File: src/rtl/dport_pkg.sv
package dport_pkg;

  typedef enum logic [1:0] {
    HM_STD  = 2'd0,
    HM_UART = 2'd1,
    HM_SPI  = 2'd2
  } host_mode_e;

  localparam logic [2:0] SPI_ROUTE = 3'd7;

  // Host mode decode from the enable bit and the clock routing field.
  function automatic host_mode_e host_mode_of(input logic uart, input logic [2:0] route);
    if (!uart) return HM_STD;
    else if (route == SPI_ROUTE) return HM_SPI;
    else return HM_UART;
  endfunction

  // Bit of a received symbol that belongs to the current slot.
  function automatic logic slot_bit(input logic [1:0] sym, input logic four, input logic lsb);
    if (!four) return sym[0];
    else return lsb ? sym[0] : sym[1];
  endfunction

endpackage

File: src/rtl/dport_bit_timer.sv
module dport_bit_timer #(
  parameter int BIT_DIV = 8
) (
  input  logic clk,
  input  logic rst_n,
  input  logic restart,
  output logic bclk,
  output logic rise_ev,
  output logic bound_ev
);
  localparam int CW = (BIT_DIV > 2) ? $clog2(BIT_DIV) : 1;
  localparam logic [CW-1:0] LAST_C = CW'(BIT_DIV - 1);
  localparam logic [CW-1:0] HALF_C = CW'(BIT_DIV / 2);

  logic [CW-1:0] cnt;

  always_ff @(posedge clk or negedge rst_n) begin
    if (!rst_n)             cnt <= '0;
    else if (restart)       cnt <= '0;
    else if (cnt == LAST_C) cnt <= '0;
    else                    cnt <= cnt + CW'(1);
  end

  assign bclk     = (cnt >= HALF_C);
  assign rise_ev  = (cnt == HALF_C);
  assign bound_ev = restart || (cnt == LAST_C);


  rise_after_low_chk: assert property (@(posedge clk) disable iff (!rst_n)
    rise_ev |-> $past(!bclk));


  restart_zero_chk: assert property (@(posedge clk) disable iff (!rst_n)
    restart |=> (cnt == '0));

endmodule

File: src/rtl/dport_sym_slot.sv
module dport_sym_slot
  import dport_pkg::*;
(
  input  logic       clk,
  input  logic       rst_n,
  input  logic       four_lvl,
  input  logic       clr,
  input  logic       tx_take,
  input  logic       tx_bit,
  input  logic       rx_take,
  input  logic [1:0] rx_sym,
  output logic [1:0] tx_sym,
  output logic       tx_vld,
  output logic       rx_bit
);
  logic lsb_slot;
  logic msb_hold;
  logic take_any;

  assign take_any = tx_take || rx_take;

  always_ff @(posedge clk or negedge rst_n) begin
    if (!rst_n) begin
      lsb_slot <= 1'b0;
      msb_hold <= 1'b0;
      tx_sym   <= 2'b00;
      tx_vld   <= 1'b0;
      rx_bit   <= 1'b0;
    end else begin
      tx_vld <= 1'b0;
      if (tx_take) begin
        if (four_lvl && !lsb_slot) begin
          msb_hold <= tx_bit;
        end else begin
          tx_sym <= four_lvl ? {msb_hold, tx_bit} : {1'b0, tx_bit};
          tx_vld <= 1'b1;
        end
      end
      if (rx_take) rx_bit <= slot_bit(rx_sym, four_lvl, lsb_slot);
      if (clr)                       lsb_slot <= 1'b0;
      else if (!four_lvl)            lsb_slot <= 1'b0;
      else if (take_any)             lsb_slot <= !lsb_slot;
    end
  end


  vld_from_take_chk: assert property (@(posedge clk) disable iff (!rst_n)
    tx_vld |-> $past(tx_take));


  sync_clears_chk: assert property (@(posedge clk) disable iff (!rst_n)
    clr |=> !lsb_slot);

endmodule

File: src/rtl/dport_pin_mux.sv
module dport_pin_mux
  import dport_pkg::*;
(
  input  host_mode_e hm,
  input  logic       cur_tx,
  input  logic       gap,
  input  logic       bclk,
  input  logic       rx_bit,
  output logic       dclk_o,
  output logic       dclk_oe,
  output logic       dat_o,
  output logic       dat_oe,
  output logic       ckout_o,
  output logic       ckout_oe
);
  always_comb begin
    dclk_o   = 1'b0;
    dclk_oe  = 1'b0;
    dat_o    = 1'b0;
    dat_oe   = 1'b0;
    ckout_o  = 1'b0;
    ckout_oe = 1'b0;
    if (!gap) begin
      if (!cur_tx) begin
        dat_oe = 1'b1;
        dat_o  = rx_bit;
      end
      if (hm == HM_STD) begin
        dclk_oe = 1'b1;
        dclk_o  = bclk;
      end else if (hm == HM_SPI) begin
        ckout_oe = 1'b1;
        ckout_o  = bclk;
      end
    end
  end
endmodule

File: src/rtl/dport_sym_port.sv
module dport_sym_port
  import dport_pkg::*;
#(
  parameter int BIT_DIV = 8
) (
  input  logic       clk,
  input  logic       rst_n,
  input  logic       uart_en,
  input  logic [2:0] clk_route,
  input  logic       four_lvl,
  input  logic       tx_req,
  input  logic       rx_strobe,
  input  logic [1:0] rx_sym,
  input  logic       sync_found,
  input  logic       dclk_i,
  output logic       dclk_o,
  output logic       dclk_oe,
  input  logic       dat_i,
  output logic       dat_o,
  output logic       dat_oe,
  output logic       ckout_o,
  output logic       ckout_oe,
  output logic [1:0] tx_sym,
  output logic       tx_sym_vld
);
  host_mode_e hm;
  logic cur_tx, gap;
  logic bclk, rise_ev, bound_ev;
  logic restart, switch_ev, clr;
  logic tx_take, rx_take, tx_bit, rx_bit;

  assign hm        = host_mode_of(uart_en, clk_route);
  assign restart   = rx_strobe && !cur_tx;
  assign switch_ev = bound_ev && (tx_req != cur_tx);
  assign clr       = sync_found || switch_ev;
  assign tx_take   = rise_ev && cur_tx && !gap;
  assign rx_take   = rx_strobe && !cur_tx && !gap;
  assign tx_bit    = (hm == HM_STD) ? dat_i : dclk_i;

  always_ff @(posedge clk or negedge rst_n) begin
    if (!rst_n) begin
      cur_tx <= 1'b0;
      gap    <= 1'b0;
    end else begin
      gap <= switch_ev;
      if (switch_ev) cur_tx <= tx_req;
    end
  end

  dport_bit_timer #(.BIT_DIV(BIT_DIV)) u_timer (
    .clk(clk), .rst_n(rst_n), .restart(restart),
    .bclk(bclk), .rise_ev(rise_ev), .bound_ev(bound_ev)
  );

  dport_sym_slot u_slot (
    .clk(clk), .rst_n(rst_n), .four_lvl(four_lvl), .clr(clr),
    .tx_take(tx_take), .tx_bit(tx_bit), .rx_take(rx_take), .rx_sym(rx_sym),
    .tx_sym(tx_sym), .tx_vld(tx_sym_vld), .rx_bit(rx_bit)
  );

  dport_pin_mux u_mux (
    .hm(hm), .cur_tx(cur_tx), .gap(gap), .bclk(bclk), .rx_bit(rx_bit),
    .dclk_o(dclk_o), .dclk_oe(dclk_oe), .dat_o(dat_o), .dat_oe(dat_oe),
    .ckout_o(ckout_o), .ckout_oe(ckout_oe)
  );


  gap_quiet_chk: assert property (@(posedge clk) disable iff (!rst_n)
    switch_ev |=> !(dclk_oe || dat_oe || ckout_oe));


  vld_only_tx_chk: assert property (@(posedge clk) disable iff (!rst_n)
    tx_sym_vld |-> cur_tx);


  host_clk_pin_chk: assert property (@(posedge clk) disable iff (!rst_n)
    uart_en |-> !dclk_oe);


  ckout_spi_chk: assert property (@(posedge clk) disable iff (!rst_n)
    ckout_oe |-> (uart_en && clk_route == 3'd7));

endmodule

File: config.mk
export PLATFORM = sky130hd
export DESIGN_NAME = dport_sym_port
export DESIGN_NICKNAME = d
export VERILOG_FILES = /design/src/rtl/dport_pkg.sv /design/src/rtl/dport_bit_timer.sv /design/src/rtl/dport_sym_slot.sv /design/src/rtl/dport_pin_mux.sv /design/src/rtl/dport_sym_port.sv
export SDC_FILE = /design/constraint.sdc
export NUM_CORES = 1
export LEC_CHECK = 0
export CAP_MARGIN = 20
export CORE_AREA = 2 2 39 41
export CTS_BUF_LIST = sky130_fd_sc_hd__clkbuf_2
export DETAILED_ROUTE_END_ITERATION = 10
export DIE_AREA = 0 0 41 43
export PLACE_DENSITY = 0.76
export SLEW_MARGIN = 25
export SYNTH_ARGS = -nofsm -noshare
export SYNTH_HDL_FRONTEND = slang
export SYNTH_SLANG_ARGS = --single-unit
File: constraint.sdc
create_clock -name clk -period 3.4 [get_ports clk]
set_input_delay 0.68 -clock clk [delete_from_list [all_inputs] [get_ports clk]]
set_output_delay 0.68 -clock clk [all_outputs]
set_load 0.02 [all_outputs]
; ---- Word-level counts from Yosys, hierarchy flattened
; Cells that the tools add are included.
[word_totals]
mem_count = 0
out_inout_bits = 9
romBits = 0
ramBits = 0
regBits = 11
latchBits = 0
[op_classes]
muxes = 27
eq_ne = 6
div_mod_pow = 0
multipliers = 0
add_sub_neg = 1
order_cmp = 1
shifts = 0
bitwise_logic = 1
reduce_logical = 15
[op_table]
columns = op, count
row1 = $mux 1, 22
row2 = $eq 3x3->1 const B, 3
row3 = $logic_and 1x1->1, 6
row4 = $mux 2, 3
row5 = $mux 3, 2
row6 = $reduce_and 2->1, 2
row7 = $add 3x1->3 const B, 1
row8 = $ge 3x3->1 const B, 1
row9 = $logic_not 1->1, 3
row10 = $logic_or 1x1->1, 3
row11 = $ne 3x1->1 const B, 1
row12 = $eq 2x2->1 const B, 1
row13 = $logic_not 2->1, 1
row14 = $ne 1x1->1, 1
row15 = $not 1->1, 1

; ---- Logic depth before layout (Yosys ltp)
[logic_depth]
ltp_word = 7
mapped_depth = 5

; ---- Cells and area by module
; Synthesis repeated with hierarchy kept, for this count alone.
[unflattened]
cells_unflattened = 58
hier_area_um2 = 610.6
[modules_own_cells]
columns = module, n_inst, seq_area_each_um2, cells_per_inst, area_each_um2
row1 = dport_sym_slot, 1, 150.1, 23, 262.8
row2 = dport_bit_timer, 1, 75.1, 14, 158.9
row3 = dport_sym_port, 1, 50.0, 15, 133.9
row4 = dport_pin_mux, 1, 0.0, 6, 55.1

; ---- Worst setup path after synthesis
; No wires, ideal clock.
[synth_path]
path_kind = input -> output
start = in uart_en
end = out ckout_o
t_arrival_ns = 1.368
cell_stages = 3
slack_ns = 1.352
t_required_ns = 2.720
path_cell_list = nand4_1 nor2_1 and2_1
[synth_via]
elab_chain_len = 5
elab_cells_between_ends = 6
classes_between = eq/ne: 1 / mux: 4 / reduce/logical: 1
[synth_lines]
columns = element, line
row1 = start: declaration, dport_sym_port.sv:8  ; input logic uart_en,
row2 = $mux 2 (*), dport_pkg.sv:13  ; if (!uart) return HM_STD;
row3 = $eq 2x2->1, dport_pin_mux.sv:31  ; end else if (hm == HM_SPI) begin
row4 = $mux 1, dport_pin_mux.sv:31
row5 = $mux 1 (*), dport_pin_mux.sv:28  ; if (hm == HM_STD) begin
row6 = $mux 1 (*), dport_pin_mux.sv:23  ; if (!gap) begin
row7 = end: declaration, dport_sym_port.sv:21  ; output logic ckout_o,
; Every way passes the cells marked *; elsewhere a longest branch is shown, timed or not.

; ---- Worst setup path in the final report
; Ends and elaborated chain as after synthesis.

==> results_dict.tcl <==
set metrics [dict create \
    grt_util_met3_pct 3.14 \
    fin_skew_ns 0.00414 \
    powerDensity_mw_per_mm2 659 \
    cpMostUsedCell "clkdlybuf4s50_1" \
    num_antenna_cells 0 \
    seqPwrFrac_pct 41.3 \
    synthesis.nets 67 \
    synth_cell_types 19 \
    path_cells "clkdlybuf4s50_1 > nand4_1 > nor2_1 > and2_1 > clkdlybuf4s50_1" \
    pre_cts_ws_ns 0.571 \
    worst_path_max_delay_cell "clkdlybuf4s50_1" \
    rows 14 \
    relSlewSlack_pct 66.8 \
    cp_max_fo 3 \
    finalNonFillerCells 92 \
    antenna_found_initial 0 \
    ant_nets 0 \
    fp.dieH_microns 43 \
    whs_ns 0.483 \
    layout_common_cells "clkdlybuf4s50_1, dfrtp_1, inv_1, and2_1" \
    cts_sinks 11 \
    worst_slack_ns 0.586 \
    p_clk_share_pct 14.3 \
    leakagePower_nw 0.360 \
    grt_pass1_wl_microns 1850 \
    gr-usage-met1_pct 19.7 \
    fin_area_sq_um 802 \
    placed_cell_area_sq_um 782 \
    ys_warn_count 0 \
    hold_viol 0 \
    port_buffers 22 \
    clk_latency_ns 0.26 \
    wl_microns 1080 \
    worstPathArrival_ns 2.13 \
    synth_area_sq_um 542 \
    cts_buffers 3 \
    wire_per_inst_microns 11.8 \
    grt_start_max_net_pins 12 \
    worst_setup_path_start_kind "primary input" \
    p_comb_share_pct 44.3 \
    fmax_ghz 0.355 \
    clockBufferDepth 2 \
    tritoncts "yes" \
    post_cts_buffers 0 \
    min_period_ns 2.81 \
    layout_commonest_cell "clkdlybuf4s50_1" \
    drive_gt1_share_pct 11.8 \
    finalCritPeriodShare_pct 82.8 \
    core_area_sq_mm 0.00138 \
    status "finished, final reports clean" \
    synth_seq_cells 11 \
    hpwl_microns 885 \
    grt_pass1_vias 434 \
    dieArea_sq_mm 0.00176 \
    drv_slew 0 \
    power_switching_uw 189 \
    area_delta_synth_final_pct 48.0 \
    synth_seq_area_share_pct 50.8 \
    post_synth.cell_area_avg_sq_um 10.8 \
    vias_per_cell 4.95 \
    drt_pre_antenna_iters 2 \
    drtIter0Drc 7 \
    grt_use_total_pct 15.2 \
    postCtsHoldBufs 0 \
    dp_cells 88 \
    crit_required_ns 2.72 \
    num_vias 455 \
    path_class "primary input to output pin" \
    start_util_pct 39.2 \
    hp-class "register to register" \
    clkSlewWorstSetupHoldPaths_ns 0.11 \
    nNetsFinal 94 \
    postCtsResizedCells 0 \
    synth_cells 50 \
    busiest_layer "met2" \
    endpoint_kind "output pin" \
    drc 0 \
    cts_root_buf "clkbuf_2" \
    grt.met2_usage_pct 23.8 \
    die_x_microns 41 \
    cell_internal_pwr_uw 339 \
    finalSetupTns_ns 0 \
    cap_violations 0 \
    cpPeakStageDelay_ns 0.59 \
    htree_levels 1 \
    worst_pin_slew_ns 0.496 \
    switching_share_pct 35.8 \
    setup_violations 0 \
    num_io_pins 23 \
    gp_congestion 0.773 \
    rsz0062_at_grt "false" \
    power_uw 529 \
    ir_worst_vdd_v 0.000324 \
    final_core_util_pct 58.0 \
    overflow 0 \
]
==> sequential cells by signal (all words and copies together), names as in the netlist <==
name             cells
u_slot.tx_sym        2
u_slot.tx_vld        1
u_slot.lsb_slot      1
cur_tx               1
gap                  1
u_slot.msb_hold      1
u_timer.cnt          3
u_slot.rx_bit        1
==> path summary, 6_finish.rpt <==
path                                           from                           end  slack, ns  cells past startpoint
min reg2reg                u_timer.cnt[0]$_DFF_PN0_      u_timer.cnt[0]$_DFF_PN0_       0.48                      1
max in group asynchronous                     rst_n       u_slot.tx_vld$_DFF_PN0_       2.33                      1
max reg2reg                u_timer.cnt[0]$_DFF_PN0_  u_slot.tx_sym[0]$_DFFE_PN0P_       1.82                      5
min                        u_timer.cnt[0]$_DFF_PN0_      u_timer.cnt[0]$_DFF_PN0_       0.48                      1
max                                         uart_en                       ckout_o       0.59                      5
min in group asynchronous                     rst_n      u_timer.cnt[0]$_DFF_PN0_       0.74                      1
==> kinds of logic after synthesis <==
group,synth area share [%]
and+or+nand+nor,19.4
DFF,50.8
buffers and inverters,3.46
AOI/OAI and AO/OA,9.47
adders and majority gates,6.93
muxes,9.93
==> metal layers <==
| layer | vias to the layer above | share of wire [%] |
|---|---|---|
| met4 | 0 | 1.1 |
| met5 | - | 0 |
| met2 | 18 | 50 |
| met3 | 2 | 8.0 |
| li1 | 224 | - |
| met1 | 211 | 41 |
==> power groups by stage <==
stage | registers, mW | clock network, mW | logic, mW
floorplan | 0.230 | 0 | 0.129
global placement | 0.220 | 0 | 0.231
detailed placement | 0.223 | 0 | 0.236
CTS | 0.220 | 0.0759 | 0.239
global route | 0.228 | 0.0830 | 0.264
finish | 0.219 | 0.0758 | 0.234
==> cell usage after synthesis <==
cell | n | area (sq um)
dfrtp_1 | 11 | 275
a21o_1 | 1 | 7.51
a211oi_1 | 1 | 7.51
inv_1 | 5 | 18.8
nand4b_1 | 1 | 8.76
nand2b_1 | 1 | 6.26
nand3_1 | 1 | 5.00
nor2_1 | 4 | 15.0
mux2i_1 | 2 | 20.0
a2111oi_2 | 1 | 15.0
or3b_4 | 1 | 11.3
ha_1 | 3 | 37.5
nand4_1 | 1 | 6.26
and2_1 | 5 | 31.3
mux2_2 | 3 | 33.8
nand2_1 | 4 | 15.0
o22ai_1 | 1 | 6.26
o21ai_0 | 3 | 15.0
nor2b_1 | 1 | 6.26
==> worst max-delay path, delay by kind of cell <==
family	cells	cell delay [ns]
buf+inv	2	1.10
simple gates	3	0.36
==> layout make-up <==
type,count,area [sq um]
Clock buffer,4,20.0
Fill cell,119,582
Inverter,5,18.8
Multi-Input combinational cell,34,248
Sequential cell,11,275
Tap cell,16,20.0
Timing Repair Buffer,22,220
No activity file was read; power rests on OpenSTA's default activity.
